--- src/rtl/oc_guard_pkg.sv ---
package oc_guard_pkg;

    typedef enum logic {
        MODE_LIMIT = 1'b0,
        MODE_LATCH = 1'b1
    } oc_mode_e;

    typedef struct packed {
        logic gate_prev;
        logic blank;
    } fet_state_t;

    typedef struct packed {
        logic latched;
    } phase_state_t;

endpackage

--- src/rtl/oc_fet_limiter.sv ---
module oc_fet_limiter
    import oc_guard_pkg::*;
(
    input  logic clk,
    input  logic rst_n,
    input  logic limit_en,
    input  logic gate,
    input  logic oc,
    output logic blank,
    output logic blank_next,
    output logic fresh_trip
);

    fet_state_t st_d, st_q;
    logic       cycle_start;

    always_comb begin
        st_d           = st_q;
        cycle_start    = gate & ~st_q.gate_prev;
        st_d.gate_prev = gate;
        st_d.blank     = (limit_en & oc) | (st_q.blank & ~cycle_start);
        fresh_trip     = limit_en & oc & ~st_q.blank;
    end

    always_ff @(posedge clk or negedge rst_n) begin
        if (!rst_n) st_q <= '0;
        else        st_q <= st_d;
    end

    assign blank      = st_q.blank;
    assign blank_next = st_d.blank;

endmodule

--- src/rtl/oc_phase_latch.sv ---
module oc_phase_latch
    import oc_guard_pkg::*;
(
    input  logic clk,
    input  logic rst_n,
    input  logic latch_en,
    input  logic oc_hi,
    input  logic oc_lo,
    input  logic clr,
    output logic latched
);

    phase_state_t st_d, st_q;
    logic         any_oc;

    always_comb begin
        st_d   = st_q;
        any_oc = oc_hi | oc_lo;
        if (latch_en && any_oc)  st_d.latched = 1'b1;
        else if (clr && !any_oc) st_d.latched = 1'b0;
    end

    always_ff @(posedge clk or negedge rst_n) begin
        if (!rst_n) st_q <= '0;
        else        st_q <= st_d;
    end

    assign latched = st_q.latched;

endmodule

--- src/rtl/oc_warn_timer.sv ---
module oc_warn_timer #(
    parameter int unsigned STRETCH_CYCLES = 16000
) (
    input  logic clk,
    input  logic rst_n,
    input  logic trip,
    input  logic hold,
    output logic active
);

    localparam int unsigned CNT_W = $clog2(STRETCH_CYCLES + 1);

    typedef struct packed {
        logic [CNT_W-1:0] remain;
    } timer_state_t;

    timer_state_t st_d, st_q;

    always_comb begin
        st_d = st_q;
        if (trip)
            st_d.remain = CNT_W'(STRETCH_CYCLES);
        else if (hold && st_q.remain != '0)
            st_d.remain = st_q.remain - CNT_W'(1);
        else
            st_d.remain = '0;
    end

    always_ff @(posedge clk or negedge rst_n) begin
        if (!rst_n) st_q <= '0;
        else        st_q <= st_d;
    end

    assign active = (st_q.remain != '0);

endmodule

--- src/rtl/oc_guard.sv ---
module oc_guard
    import oc_guard_pkg::*;
#(
    parameter int unsigned NUM_PHASE      = 3,
    parameter int unsigned STRETCH_CYCLES = 16000
) (
    input  logic                   clk,
    input  logic                   rst_n,
    input  logic                   latch_mode,
    input  logic [2*NUM_PHASE-1:0] gate_cmd,
    input  logic [2*NUM_PHASE-1:0] oc_flag,
    input  logic                   clr_pulse,
    output logic [2*NUM_PHASE-1:0] fet_block,
    output logic                   warn,
    output logic                   fault
);

    localparam int unsigned NUM_FET = 2 * NUM_PHASE;

    oc_mode_e             mode;
    logic [NUM_FET-1:0]   limit_blank;
    logic [NUM_FET-1:0]   limit_blank_next;
    logic [NUM_FET-1:0]   fresh_trip;
    logic [NUM_PHASE-1:0] phase_latched;
    logic [NUM_FET-1:0]   latch_blank;
    logic                 stretch_active;

    assign mode = oc_mode_e'(latch_mode);

    for (genvar f = 0; f < NUM_FET; f++) begin : g_fet
        oc_fet_limiter u_lim (
            .clk        (clk),
            .rst_n      (rst_n),
            .limit_en   (mode == MODE_LIMIT),
            .gate       (gate_cmd[f]),
            .oc         (oc_flag[f]),
            .blank      (limit_blank[f]),
            .blank_next (limit_blank_next[f]),
            .fresh_trip (fresh_trip[f])
        );
    end

    for (genvar p = 0; p < NUM_PHASE; p++) begin : g_phase
        oc_phase_latch u_lat (
            .clk      (clk),
            .rst_n    (rst_n),
            .latch_en (mode == MODE_LATCH),
            .oc_hi    (oc_flag[2*p]),
            .oc_lo    (oc_flag[2*p+1]),
            .clr      (clr_pulse),
            .latched  (phase_latched[p])
        );
        assign latch_blank[2*p]   = phase_latched[p];
        assign latch_blank[2*p+1] = phase_latched[p];
    end

    oc_warn_timer #(
        .STRETCH_CYCLES (STRETCH_CYCLES)
    ) u_timer (
        .clk    (clk),
        .rst_n  (rst_n),
        .trip   (|fresh_trip),
        .hold   (|limit_blank_next),
        .active (stretch_active)
    );

    always_comb begin
        fet_block = limit_blank | latch_blank;
        fault     = |phase_latched;
        warn      = stretch_active | fault;
    end

endmodule

--- config.mk ---
export PLATFORM = sky130hd
export DESIGN_NAME = oc_guard
export DESIGN_NICKNAME = d
export VERILOG_FILES = /design/src/rtl/oc_guard_pkg.sv /design/src/rtl/oc_fet_limiter.sv /design/src/rtl/oc_phase_latch.sv /design/src/rtl/oc_warn_timer.sv /design/src/rtl/oc_guard.sv
export SDC_FILE = /design/constraint.sdc
export NUM_CORES = 1
export LEC_CHECK = 0
export ABC_CLOCK_PERIOD_IN_PS = 2350
export CORE_MARGIN = 2
export CORE_UTILIZATION = 30
export CTS_BUF_LIST = sky130_fd_sc_hd__clkbuf_4 sky130_fd_sc_hd__clkbuf_8
export CTS_CLUSTER_DIAMETER = 120
export CTS_CLUSTER_SIZE = 20
export DETAILED_ROUTE_END_ITERATION = 7
export MAX_ROUTING_LAYER = met4
export PLACE_DENSITY = 0.61
export SLEW_MARGIN = 15
export SYNTH_ARGS = -nofsm -noshare
export SYNTH_HDL_FRONTEND = slang
export SYNTH_HIERARCHICAL = 1
export SYNTH_SLANG_ARGS = --single-unit
--- constraint.sdc ---
create_clock -name clk -period 2.35 [get_ports clk]
set_input_delay 0.47 -clock clk [delete_from_list [all_inputs] [get_ports clk]]
set_output_delay 0.47 -clock clk [all_outputs]
set_load 0.05 [all_outputs]
* Word level (Yosys, flattened, before mapping)
Cells that the tools add are included.
Word-level totals: word-level logic and storage cells 96, input port bits 16, register bits after elaboration 29, output and inout bits 8
Cells by class: muxes and demuxes 8, bitwise operators 54, reductions and logical operators 17, add/sub/neg operators 1
Operators with widths (number):
- two-way mux 14 bit | 2
- bitwise AND 1 bit | 24
- inverter 1 bit | 19
- nonzero test 14 bit | 1
- subtractor 14 x 1 -> 14 bit (second input constant) | 1
- OR reduction 6 bit | 2
- bitwise OR 1 bit | 10
- logical AND 1 bit | 7
- two-way mux 1 bit | 6
- bitwise OR 6 bit | 1
- nonzero test 2 bit | 3
- zero test 1 bit | 3
- OR reduction 3 bit | 1

* Logic depth before layout (Yosys ltp)
Gate-level depths: netlist of the first run.
depth in word-level cells 9, gate-level depth with buffers 9, depth with buffers taken out 8

* Hierarchy
The synthesis of the first run kept the hierarchy.
Modules (own cells, without submodules):
- oc_warn_timer | times used 1, area each 706.9 µm², sequential area each 350.3 µm², cells an instance 73
- oc_fet_limiter | times used 6, area each 72.6 µm², sequential area each 50.0 µm², cells an instance 7
- oc_phase_latch | times used 3, area each 40.0 µm², sequential area each 25.0 µm², cells an instance 4
- oc_guard | times used 1, area each 86.3 µm², sequential area each 0.0 µm², cells an instance 15

* Worst setup path after synthesis of the first run
No wires, ideal clock.
path type reg-to-output, start register u_timer/st_q[0] (netlist name), end output warn, arrival time 2147 ps, buffers on the path 1, path slack -267 ps, data required time 1880 ps, cell stages (with the launch flop) 7, path through dfrtp_1 -> inv_1 -> ha_1 -> or4b_1 -> buf_2 -> or4_1 -> or2_1
On the way: cells in the longest elaborated chain, start to end 2
RTL lines:
- start: declaration | RTL line oc_warn_timer.sv:17 | timer_state_t st_d, st_q;
- start signal: assignment | RTL line oc_warn_timer.sv:31 | else st_q <= st_d;
- nonzero test 14 bit | RTL line oc_warn_timer.sv:34 | assign active = (st_q.remain != '0);
- via stretch_active | RTL line oc_guard.sv:26 | logic stretch_active;
- bitwise OR 1 bit | RTL line oc_guard.sv:70 | warn = stretch_active | fault;
- end: declaration | RTL line oc_guard.sv:14 | output logic warn,
The timed path passes the listed nets, and every way through them passes these cells.

* Final worst setup path of the first run
start register u_timer/st_q[1] (netlist name), end output warn
Same word-level chain as after synthesis.

==> results.txt, run 1 <==
The end of the worst register-to-register path is u_timer/st_q[12]. The min-delay analysis places its worst path in the category reg2reg. The required time of the critical path is 1880 ps. The reported leakage power is 0.812 nW. Setup repair after global routing could not meet its margin everywhere. At the worst endpoint, the arrival time is 2190 ps. The number of detailed-routing iterations run before antenna repair came out at 4. The number of ports placed on the die boundary is 24. The largest area contributor in the netlist is dfrtp_1. The HPWL reported at the end of detailed placement came out at 2.26 mm.

After layout, the worst path uses 113% of the clock period. The total detailed-routing wirelength is 3.05 mm. The total area of multi-input combinational cells came out at 577 um2. The upper clock frequency limit came out at 0.376 GHz. The net count after synthesis is 159. The number of synthesized flops with an enable pin came out at 0.

The final reports fail on negative setup slack. The number of buffers created by CTS came out at 5. The top cell type's share of synthesized area came out at 53.8%. The count of inserted antenna diode cells came out at 0. The via count of the first global-routing pass is 1249.

The average instance in the mapped netlist occupies 9.50 um2. The area of the core is 4350 um2. The critical path ends at warn.

The max-slew violation total from the final report came out at 0. The flow ran to the end, but the final reports show violations. The slack of the critical path came out at -313 ps. The number of instances in the synthesized netlist is 142. The overall fraction of global-route tracks in use came out at 14.9%. The worst setup path is captured at a primary output. The post-detailed-route via-to-cell ratio came out at 4.89.

The effective utilization at floorplan is 31.0%. The relative slew slack came out at 66.2%. The global placer's final weighted congestion came out at 0.922. VDD sags by at most 0.000318 V. Power spread over the standard cell area amounts to 852 nW/um2. After synthesis, the cell types taking the most area are dfrtp_1, nor2_1, o21ai_1.

The sink count of the clock tree came out at 29. Summing all flip-flop and latch instances after layout gives 726 um2. The number of I/O port buffers came out at 23. Summing the sequential cell areas from Yosys gives 53.8% of the chip area. The number of rows created at floorplan came out at 24. The violation count after the first detailed-route iteration came out at 63. The number of unique standard cell types used by synthesis is 29. The depth of the worst register-to-register path is 6. TritonCTS built the clock tree. Counting instances in the post-synthesis netlist gives the leading cell types as dfrtp_1, nor2_1, inv_1.

For this run, design rule violations remaining after detail routing come to 0. The mapped netlist covers 1350 um2. The deepest level of the CTS H-tree is 2. The first-pass GRT wire length came out at 5.62 mm. The number of fill cells in the layout is 415. The detail-routed net length per standard cell came out at 12.7 um.

During synthesis, Yosys emitted a total of 6 warnings. The kind of critical path is reg2out. After synthesis, the share of flip-flops with an asynchronous set or reset is 100%. STA classifies the critical path startpoint as a flip-flop. The startpoint identified for the worst register-to-register timing path is u_timer/st_q[1]. From synthesis to final layout, the design area changed by 39.6%. The maximum number of pins on one net before global-route repair came out at 30. The setup slack at placement is -39.4 ps. Subtracting the final worst setup slack from the clock period gives 2660 ps. The number of endpoints with negative hold slack in the final report came out at 0.

The worst hold margin is 526 ps. The number of failing setup endpoints in the final timing report came out at 1. The initial antenna violation count is 0. The share of layout cells above drive strength 1 came out at 21.8%.

The launch point of the critical path is u_timer/st_q[1]. The die outline height is 71.1 um. The top fanout value on the critical path is 2. The clock transition at the registers of the reported paths came out at 60 ps. Among all flip-flop cells after synthesis, the most frequent one is dfrtp_1.

The remaining antenna violation count came out at 0. Counting along the longest clock path gives a buffer depth of 2. Counting flops and latches in the post-synthesis netlist gives 29. The overflow left after global routing is 0. The later pin in the worst-skew pair is clocked with a latency of 280 ps. The cell with the most instances after synthesis is dfrtp_1. The transition at the pin with the smallest max-transition slack came out at 505 ps. The count of maximum capacitance violations is 0. The detailed router placed 1174 vias in this run. The tree is rooted in a clkbuf_8. The setup slack of the most critical reg-to-reg path is 100 ps. The worst-case clock skew is 6.73 ps. The die covers 5050 um2. At the end of the flow, the number of nets in the layout was 205. The chip width came out at 71.1 um.
==> stage by stage <==
stage | utilization, % | total power (W) | std cells | cell area (um2) | TNS (ps)
after floorplan | - | 0.000982 | 142 | 1370 | -52.5
after global placement | 40.9 | 0.00117 | 233 | 1780 | -19.7
after detailed placement | 40.9 | 0.00119 | 233 | 1780 | -39.4
after CTS | 43.1 | 0.00162 | 240 | 1880 | -334
after global routing | 43.2 | 0.00173 | 240 | 1880 | -375
final | 43.2 | 0.00160 | 240 | 1880 | -313
==> per-layer routing <==
layer / GRT usage [%] / share of wire, %
met1: 18.4 / 47
met2: 22.3 / 48
met3: 4.99 / 3.4
met4: 6.71 / 1.2
met5: - / 0
==> worst max-delay path: stages, from the launching register on <==
cell and delay, ps:
dfrtp_1 370, inv_1 60, ha_2 180, or4b_4 470, or4_4 440, or2_4 250, buf_8 150
==> flip-flops by register name (all words and copies together) (netlist names) <==
register / flops
u_timer/st_q: 14
g_fet.u_lim/blank: 6
g_phase.u_lat/latched: 3
g_fet.u_lim/st_q: 6
==> cell families (layout without fill, tap and decap cells) <==
| family | after synthesis | count (layout) | share of synthesized area [%] |
|---|---|---|---|
| AOI/OAI and AO/OA | 29 | 29 | 12.8 |
| buffers and inverters | 15 | 61 | 4.36 |
| adders and majority gates | 1 | 1 | 0.927 |
| DFF | 29 | 29 | 53.8 |
| xor gates and xnor gates | 4 | 4 | 2.60 |
| and+or+nand+nor | 64 | 64 | 25.5 |
==> repair_timing <==
item	in CTS	in global routing
hold buffers	0	0
hold endpoints to repair	0	0
setup endpoints to repair	1	2
gates resized for setup	1	2
gates cloned	0	0
buffers inserted	0	0
==> how the worst min path moves through the flow <==
| stage | start | end | slack (ps) | cells after the start |
|---|---|---|---|---|
| 3_3_place_gp | u_timer/st_q[0] | u_timer/st_q[0] | 510 | 2 |
| 4_1_cts | u_timer/st_q[0] | u_timer/st_q[0] | 530 | 2 |
| 2_1_floorplan | rst_n | g_fet[0].u_lim/blank | 170 | 0 |
| 5_1_grt | u_timer/st_q[0] | u_timer/st_q[0] | 550 | 2 |
| 6_report | u_timer/st_q[0] | u_timer/st_q[0] | 530 | 2 |
| 3_5_place_dp | u_timer/st_q[0] | u_timer/st_q[0] | 520 | 2 |
==> power breakdown <==
group	internal, W	leakage (nW)	switching [W]
clock network	0.000243	0.0477	0.000175
registers	0.000583	0.326	0.0000568
logic	0.000266	0.438	0.000281
total	0.00109	0.812	0.000512
==> cell usage in the layout (no fill, tap or decap), types with 2 or more instances in the layout <==
cell | synthesis | routed
nor2b_1 | 6 | 6
a21oi_1 | 8 | 8
dfrtp_1 | 29 | 29
o41ai_1 | 2 | 2
or2_2 | 7 | 7
or3_1 | 2 | 2
o21ai_0 | 2 | 2
nor3_1 | 4 | 4
nor4_1 | 3 | 3
or2_1 | 3 | 2
nand2_1 | 11 | 11
inv_1 | 12 | 12
or4_4 | 1 | 2
o22ai_1 | 3 | 3
or4_1 | 4 | 3
clkdlybuf4s50_1 | 0 | 21
buf_4 | 0 | 19
clkbuf_8 | 0 | 6
nor2_1 | 19 | 19
o31ai_1 | 2 | 2
o21ai_1 | 9 | 9
xnor2_1 | 4 | 4
==> cell type report <==
| type | instances | area share [%] |
|---|---|---|
| inverters | 12 | 2.39 |
| flip-flops and latches | 29 | 38.5 |
| clock buffers | 7 | 4.78 |
| multi-input cells | 98 | 30.6 |
| repair buffers | 42 | 20.2 |
| well taps | 52 | 3.46 |
(Power assumes the default switching activity.)
==> run 2: changes to the inputs <==
- SLEW_MARGIN: 15 -> 20
==> results of run 2 <==
Final layout, timing and power as in run 1 (identical DEF).
